[src/rtl/iau_pkg.sv]
package iau_pkg;
  typedef enum logic [2:0] {
    M_PLAIN   = 3'd0,
    M_POSTINC = 3'd1,
    M_POSTDEC = 3'd2,
    M_PREINC  = 3'd3,
    M_INDEX   = 3'd4
  } amode_e;

  localparam int NMODES       = 5;
  localparam int ALIAS_STRIDE = 8;
endpackage

[src/rtl/iau_ptr_reg.sv]
module iau_ptr_reg #(
  parameter int AW = 12,
  parameter int LW = 8
) (
  input  logic          clk,
  input  logic          rst_n,
  input  logic          upd_en,
  input  logic [AW-1:0] upd_val,
  input  logic          bw_en,
  input  logic          bw_hi,
  input  logic [LW-1:0] bw_data,
  output logic [AW-1:0] q
);
  localparam int HW = AW - LW;

  always_ff @(posedge clk) begin
    if (!rst_n) begin
      q <= '0;
    end else if (bw_en) begin
      // a direct byte write overrides any auto-modify in the same cycle
      if (bw_hi) q[AW-1:LW] <= bw_data[HW-1:0];
      else       q[LW-1:0]  <= bw_data;
    end else if (upd_en) begin
      q <= upd_val;
    end
  end
endmodule

[src/rtl/iau_addr_gen.sv]
module iau_addr_gen
  import iau_pkg::*;
#(
  parameter int AW = 12,
  parameter int LW = 8
) (
  input  logic [AW-1:0] cur,
  input  logic [2:0]    mode,
  input  logic [LW-1:0] wreg,
  output logic [AW-1:0] ea,
  output logic [AW-1:0] nxt,
  output logic          moves
);
  logic [AW-1:0] inc_v, dec_v, idx_v;

  always_comb begin
    inc_v = cur + AW'(1);
    dec_v = cur - AW'(1);
    idx_v = cur + {{(AW-LW){wreg[LW-1]}}, wreg};
    ea    = cur;
    nxt   = cur;
    moves = 1'b0;
    case (mode)
      M_POSTINC: begin nxt = inc_v; moves = 1'b1; end
      M_POSTDEC: begin nxt = dec_v; moves = 1'b1; end
      M_PREINC:  begin ea = inc_v; nxt = inc_v; moves = 1'b1; end
      M_INDEX:   ea = idx_v;
      default:   ;
    endcase
  end
endmodule

[src/rtl/iau_alias_dec.sv]
module iau_alias_dec
  import iau_pkg::*;
#(
  parameter int            AW   = 12,
  parameter int            NPTR = 3,
  parameter logic [AW-1:0] BASE = 12'hFE0
) (
  input  logic [AW-1:0] addr,
  output logic          hit
);
  localparam logic [AW-1:0] WIN = AW'(NPTR * ALIAS_STRIDE);
  localparam int            SW  = $clog2(ALIAS_STRIDE);

  logic [AW-1:0] off;

  always_comb begin
    off = addr - BASE;
    hit = (off < WIN) && (int'(off[SW-1:0]) < NMODES);
  end
endmodule

[src/rtl/ind_addr_unit.sv]
module ind_addr_unit
  import iau_pkg::*;
#(
  parameter int            NPTR       = 3,
  parameter int            AW         = 12,
  parameter int            LW         = 8,
  parameter logic [AW-1:0] ALIAS_BASE = 12'hFE0,
  localparam int           PW         = (NPTR > 1) ? $clog2(NPTR) : 1
) (
  input  logic               clk,
  input  logic               rst_n,
  input  logic               acc_rd,
  input  logic               acc_wr,
  input  logic [PW-1:0]      acc_ptr,
  input  logic [2:0]         acc_mode,
  input  logic [LW-1:0]      wreg,
  input  logic               pw_en,
  input  logic [PW-1:0]      pw_ptr,
  input  logic               pw_hi,
  input  logic [LW-1:0]      pw_data,
  output logic [AW-1:0]      mem_addr,
  output logic               mem_en,
  output logic               mem_null,
  output logic [NPTR*AW-1:0] ptr_all
);
  logic [AW-1:0] ptr_q [NPTR];
  logic [AW-1:0] cur, ea, nxt;
  logic          moves, hit, sel_ok, upd_ok;

  always_comb begin
    cur = '0;
    for (int i = 0; i < NPTR; i++)
      if (int'(acc_ptr) == i) cur = ptr_q[i];
  end

  assign sel_ok = (acc_rd | acc_wr) && (int'(acc_ptr) < NPTR)
                  && (int'(acc_mode) < NMODES);

  iau_addr_gen #(.AW(AW), .LW(LW)) u_gen (
    .cur   (cur),
    .mode  (acc_mode),
    .wreg  (wreg),
    .ea    (ea),
    .nxt   (nxt),
    .moves (moves)
  );

  iau_alias_dec #(.AW(AW), .NPTR(NPTR), .BASE(ALIAS_BASE)) u_dec (
    .addr (ea),
    .hit  (hit)
  );

  assign mem_addr = sel_ok ? ea : '0;
  assign mem_en   = sel_ok & ~hit;
  assign mem_null = sel_ok & hit;
  assign upd_ok   = mem_en & moves;

  for (genvar g = 0; g < NPTR; g++) begin : g_ptr
    iau_ptr_reg #(.AW(AW), .LW(LW)) u_reg (
      .clk     (clk),
      .rst_n   (rst_n),
      .upd_en  (upd_ok && (int'(acc_ptr) == g)),
      .upd_val (nxt),
      .bw_en   (pw_en && (int'(pw_ptr) == g)),
      .bw_hi   (pw_hi),
      .bw_data (pw_data),
      .q       (ptr_q[g])
    );
    assign ptr_all[g*AW +: AW] = ptr_q[g];
  end
endmodule

[config.mk]
export PLATFORM = sky130hd
export DESIGN_NAME = ind_addr_unit
export DESIGN_NICKNAME = d
export VERILOG_FILES = /design/src/rtl/iau_pkg.sv /design/src/rtl/iau_ptr_reg.sv /design/src/rtl/iau_addr_gen.sv /design/src/rtl/iau_alias_dec.sv /design/src/rtl/ind_addr_unit.sv
export SDC_FILE = /design/constraint.sdc
export NUM_CORES = 1
export LEC_CHECK = 0
export BUFFER_PORTS_ARGS = -buffer_cell sky130_fd_sc_hd__buf_2
export CAP_MARGIN = 10
export CORE_UTILIZATION = 50
export CTS_CLUSTER_SIZE = 16
export DETAILED_ROUTE_END_ITERATION = 16
export PLACE_DENSITY = 0.8
export RECOVER_POWER = 25
export REMOVE_ABC_BUFFERS = 1
export SLEW_MARGIN = 25
export SYNTH_ARGS = -nofsm -noshare
export SYNTH_HDL_FRONTEND = slang
export SYNTH_SLANG_ARGS = --single-unit
export TNS_END_PERCENT = 30
[constraint.sdc]
create_clock -name clk -period 4.6 [get_ports clk]
set_clock_uncertainty 0.05 [all_clocks]
set_input_delay 0.69 -clock clk [delete_from_list [all_inputs] [get_ports clk]]
set_output_delay 0.69 -clock clk [all_outputs]
set_load 0.005 [all_outputs]
==> results.cfg <==
[status]
status = completed

[clock_tree]
clock_sinks = 36
path_clk_slew_ps = 70
cts_buffer_depth = 2
cts.htree.levels = 2
cts_tree = done
insertion_delay_ps = 290
numCtsBuffers = 5
clk_root_buffer_cell = clkbuf_8
hold_buffers = 0

[logic_synthesis]
syn_avg_cell_area_um2 = 7.81
ys_seq_area_share_pct = 18.7
netlist_top_cells_area = dfxtp_1 19%, mux2i_1 14%, nand2_1 11%
synth_largest_area_cell = dfxtp_1
synthArstFlopShare_pct = 0
netlist_instances = 493
synth_top_area_share_pct = 18.7
synth_ff_type = dfxtp_1
ys_ff_latch = 36
syn-cell-area_um2 = 3850
ys_warn_count = 0
synth_edf_count = 0
synthDistinctLibCells = 76

[power_and_ir_drop]
switching_share_pct = 32.6
combPwrFrac_pct = 30.6
p_leak_nw = 2.28
clock_power_share_pct = 30.2
p_int_uw = 558
seq_power_share_pct = 39.2
vdd_ir_drop_max_v = 0.000151
powerDensity_nw_per_um2 = 170
p_sw_uw = 270

[critical_path]
cp_top_family = compound AO/OA/AOI/OAI gates
crit_fanout = 7
cp_cell_sequence = buf_12 -> buf_8 -> nor2b_4 -> buf_6 -> o2bb2ai_4 -> ha_4 -> o21a_1 -> o31a_1 -> buf_4 -> o41a_1 -> nor2_2 -> xnor2_2 -> a221oi_2 -> and4_1 -> mux2i_4 -> nor2b_4 -> nor2b_1 -> buf_2
startpoint_type = primary input
max_stage_delay_ps = 410
cp.required_ps = 3860
endpoint_kind = output port
cp.arrival_ps = 3840
crit_type = in2out
cpMostUsedCell = nor2b_4
crit_buf_inv = 5
slowest_stage = o41a_1

[floorplanning]
coreArea_um2 = 7330
dieArea_um2 = 8060
die_h_um = 89.8
fp.dieW_um = 89.8
rows = 31
initial_utilization_pct = 52.5
num_io_pins = 79

[sta]
hold_violations = 0
finalSetupViolations = 0
worstMarginPinSlew_ps = 763
max_freq_mhz = 218
setup_tns_ps = 0
drv_slew = 0
fin_crit_ps = 4580
max_slew_margin_pct = 49.1
finalCritPeriodShare_pct = 99.7
grt_setup_unrepaired = yes

[detailed_routing]
num_vias = 4194
remaining_drc_errors = 0
drtAntennaViolNets = 0
drt_iter0_drc = 431
dr.pass1.iters = 6
vias_per_cell = 6.07
wl_um = 11800
avgRoutedWirePerCell_um = 17.1

[global_routing]
grt_usage_pct = 28.2
first_global_vias = 3909
grt_max_degree = 73
antenna_found_initial = 0
grt-ovfl-total = 0
grt_pass1_wl_um = 18700

[min_path]
worstHoldPathType = reg2reg

[finish]
regMostFlops = g_ptr.u_reg.q
largest_register_ffs = 36
layout-drive-gt1-share_pct = 30.2
fin_util_pct = 66.3
reg_top3 = g_ptr.u_reg.q x36
nets = 636
syn_to_final_growth_pct = 26.3
design_area_um2 = 4860
final_common_cell = nand2_1
n_antenna_cell = 0
final_cell_mix = 110 x nand2_1, 70 x buf_2, 49 x mux2i_1

[placed_design]
dpl-instance-area_um2 = 4500
detailed_place_hpwl_um = 8910
io_buffers = 78
gp_congestion = 0.923

[run]
cap_viol_max_count = 0
-- cell type report --
class,instances,area (um2)
Clock buffer,7,96.3
Inverter,8,30.0
Fill cell,602,2470
Timing Repair Buffer,119,747
Sequential cell,36,721
Multi-Input combinational cell,422,3140
Tap cell,99,124
-- cells by family (layout without fill, tap and decap cells) --
| logic type | Yosys count | after routing | synth area share [%] |
|---|---|---|---|
| and+or+nand+nor | 214 | 214 | 28.2 |
| AOI/OAI and AO/OA | 113 | 113 | 22.6 |
| muxes | 63 | 63 | 17.0 |
| DFF | 36 | 36 | 18.7 |
| buffers and inverters | 35 | 134 | 4.48 |
| xor gates and xnor gates | 17 | 17 | 3.87 |
| adders and majority gates | 15 | 15 | 5.07 |
-- final timing paths --
check                                    startpoint             endpoint  slack (ps)  cells after the start
worst min-delay path            g_ptr[1].u_reg.q[9]  g_ptr[1].u_reg.q[9]         430                      2
worst max-delay path                     acc_ptr[0]             mem_null          20                     18
worst min register to register  g_ptr[1].u_reg.q[9]  g_ptr[1].u_reg.q[9]         430                      2
worst max register to register  g_ptr[0].u_reg.q[0]  g_ptr[1].u_reg.q[3]         680                     17
-- stage by stage --
step | total power [mW] | hold slack [ps] | cells | worst slack (ps)
2_1_floorplan | 0.464 | 417 | 466 | -111
3_3_place_gp | 0.556 | 410 | 679 | -67.3
3_5_place_dp | 0.560 | 420 | 679 | -113
4_1_cts | 0.811 | 432 | 687 | 0.679
5_1_grt | 0.861 | 452 | 691 | -123
6_report | 0.827 | 428 | 691 | 15.2
-- power groups by stage --
stage / combinational [mW] / clock [mW] / sequential, mW
6_report: 0.253 / 0.250 / 0.324
5_1_grt: 0.272 / 0.264 / 0.325
4_1_cts: 0.239 / 0.249 / 0.324
3_5_place_dp: 0.229 / 0 / 0.331
3_3_place_gp: 0.226 / 0 / 0.330
2_1_floorplan: 0.134 / 0 / 0.330
-- cells in the mapped netlist (3+ instances only) --
library cell and n:
mux2i_1 52, nand3_1 7, nor4_1 6, o2bb2ai_1 4, a21oi_2 3, a21o_1 4
nor2b_1 6, o2bb2ai_2 5, clkbuf_1 15, o21ai_0 34, and2_1 4, nand2_1 110
nand4_1 6, o21a_1 3, inv_1 8, nand3b_1 4, o21bai_1 3, and3b_1 3
xor2_1 8, nor3_1 8, o211ai_1 3, a21oi_4 3, o22ai_1 4, a21bo_2 3
a21oi_1 16, nor2_1 31, xnor2_1 9, or3_1 4, and3_1 3, a31oi_1 5
nand2b_1 3, buf_2 6, ha_1 14, mux2_2 10, dfxtp_1 36
-- routing by layer --
metal  routed length [um]  part of all wire (%)  global-route usage [%]
met1                 4980                    42                    36.5
met2                 5550                    47                    46.3
met3                  866                   7.3                    4.99
met4                  393                   3.3                    11.5
met5                    0                     0                       0
-- worst reg2reg max path, delay by kind of cell (launching register included) --
family	cells	cell delay, ps
AOI/OAI and AO/OA	5	1520
xor gates and xnor gates	1	80
adders and majority gates	2	370
buffers and inverters	3	420
DFF	1	360
muxes	3	560
and+or+nand+nor	3	510
-- timing repair --
| action | CTS | global route |
|---|---|---|
| resized for setup | 21 | 19 |
| setup buffers | 1 | 4 |
| setup endpoints to repair | 2 | 2 |
| pin swaps | 4 | 13 |
No activity file was read; power rests on OpenSTA's default activity.
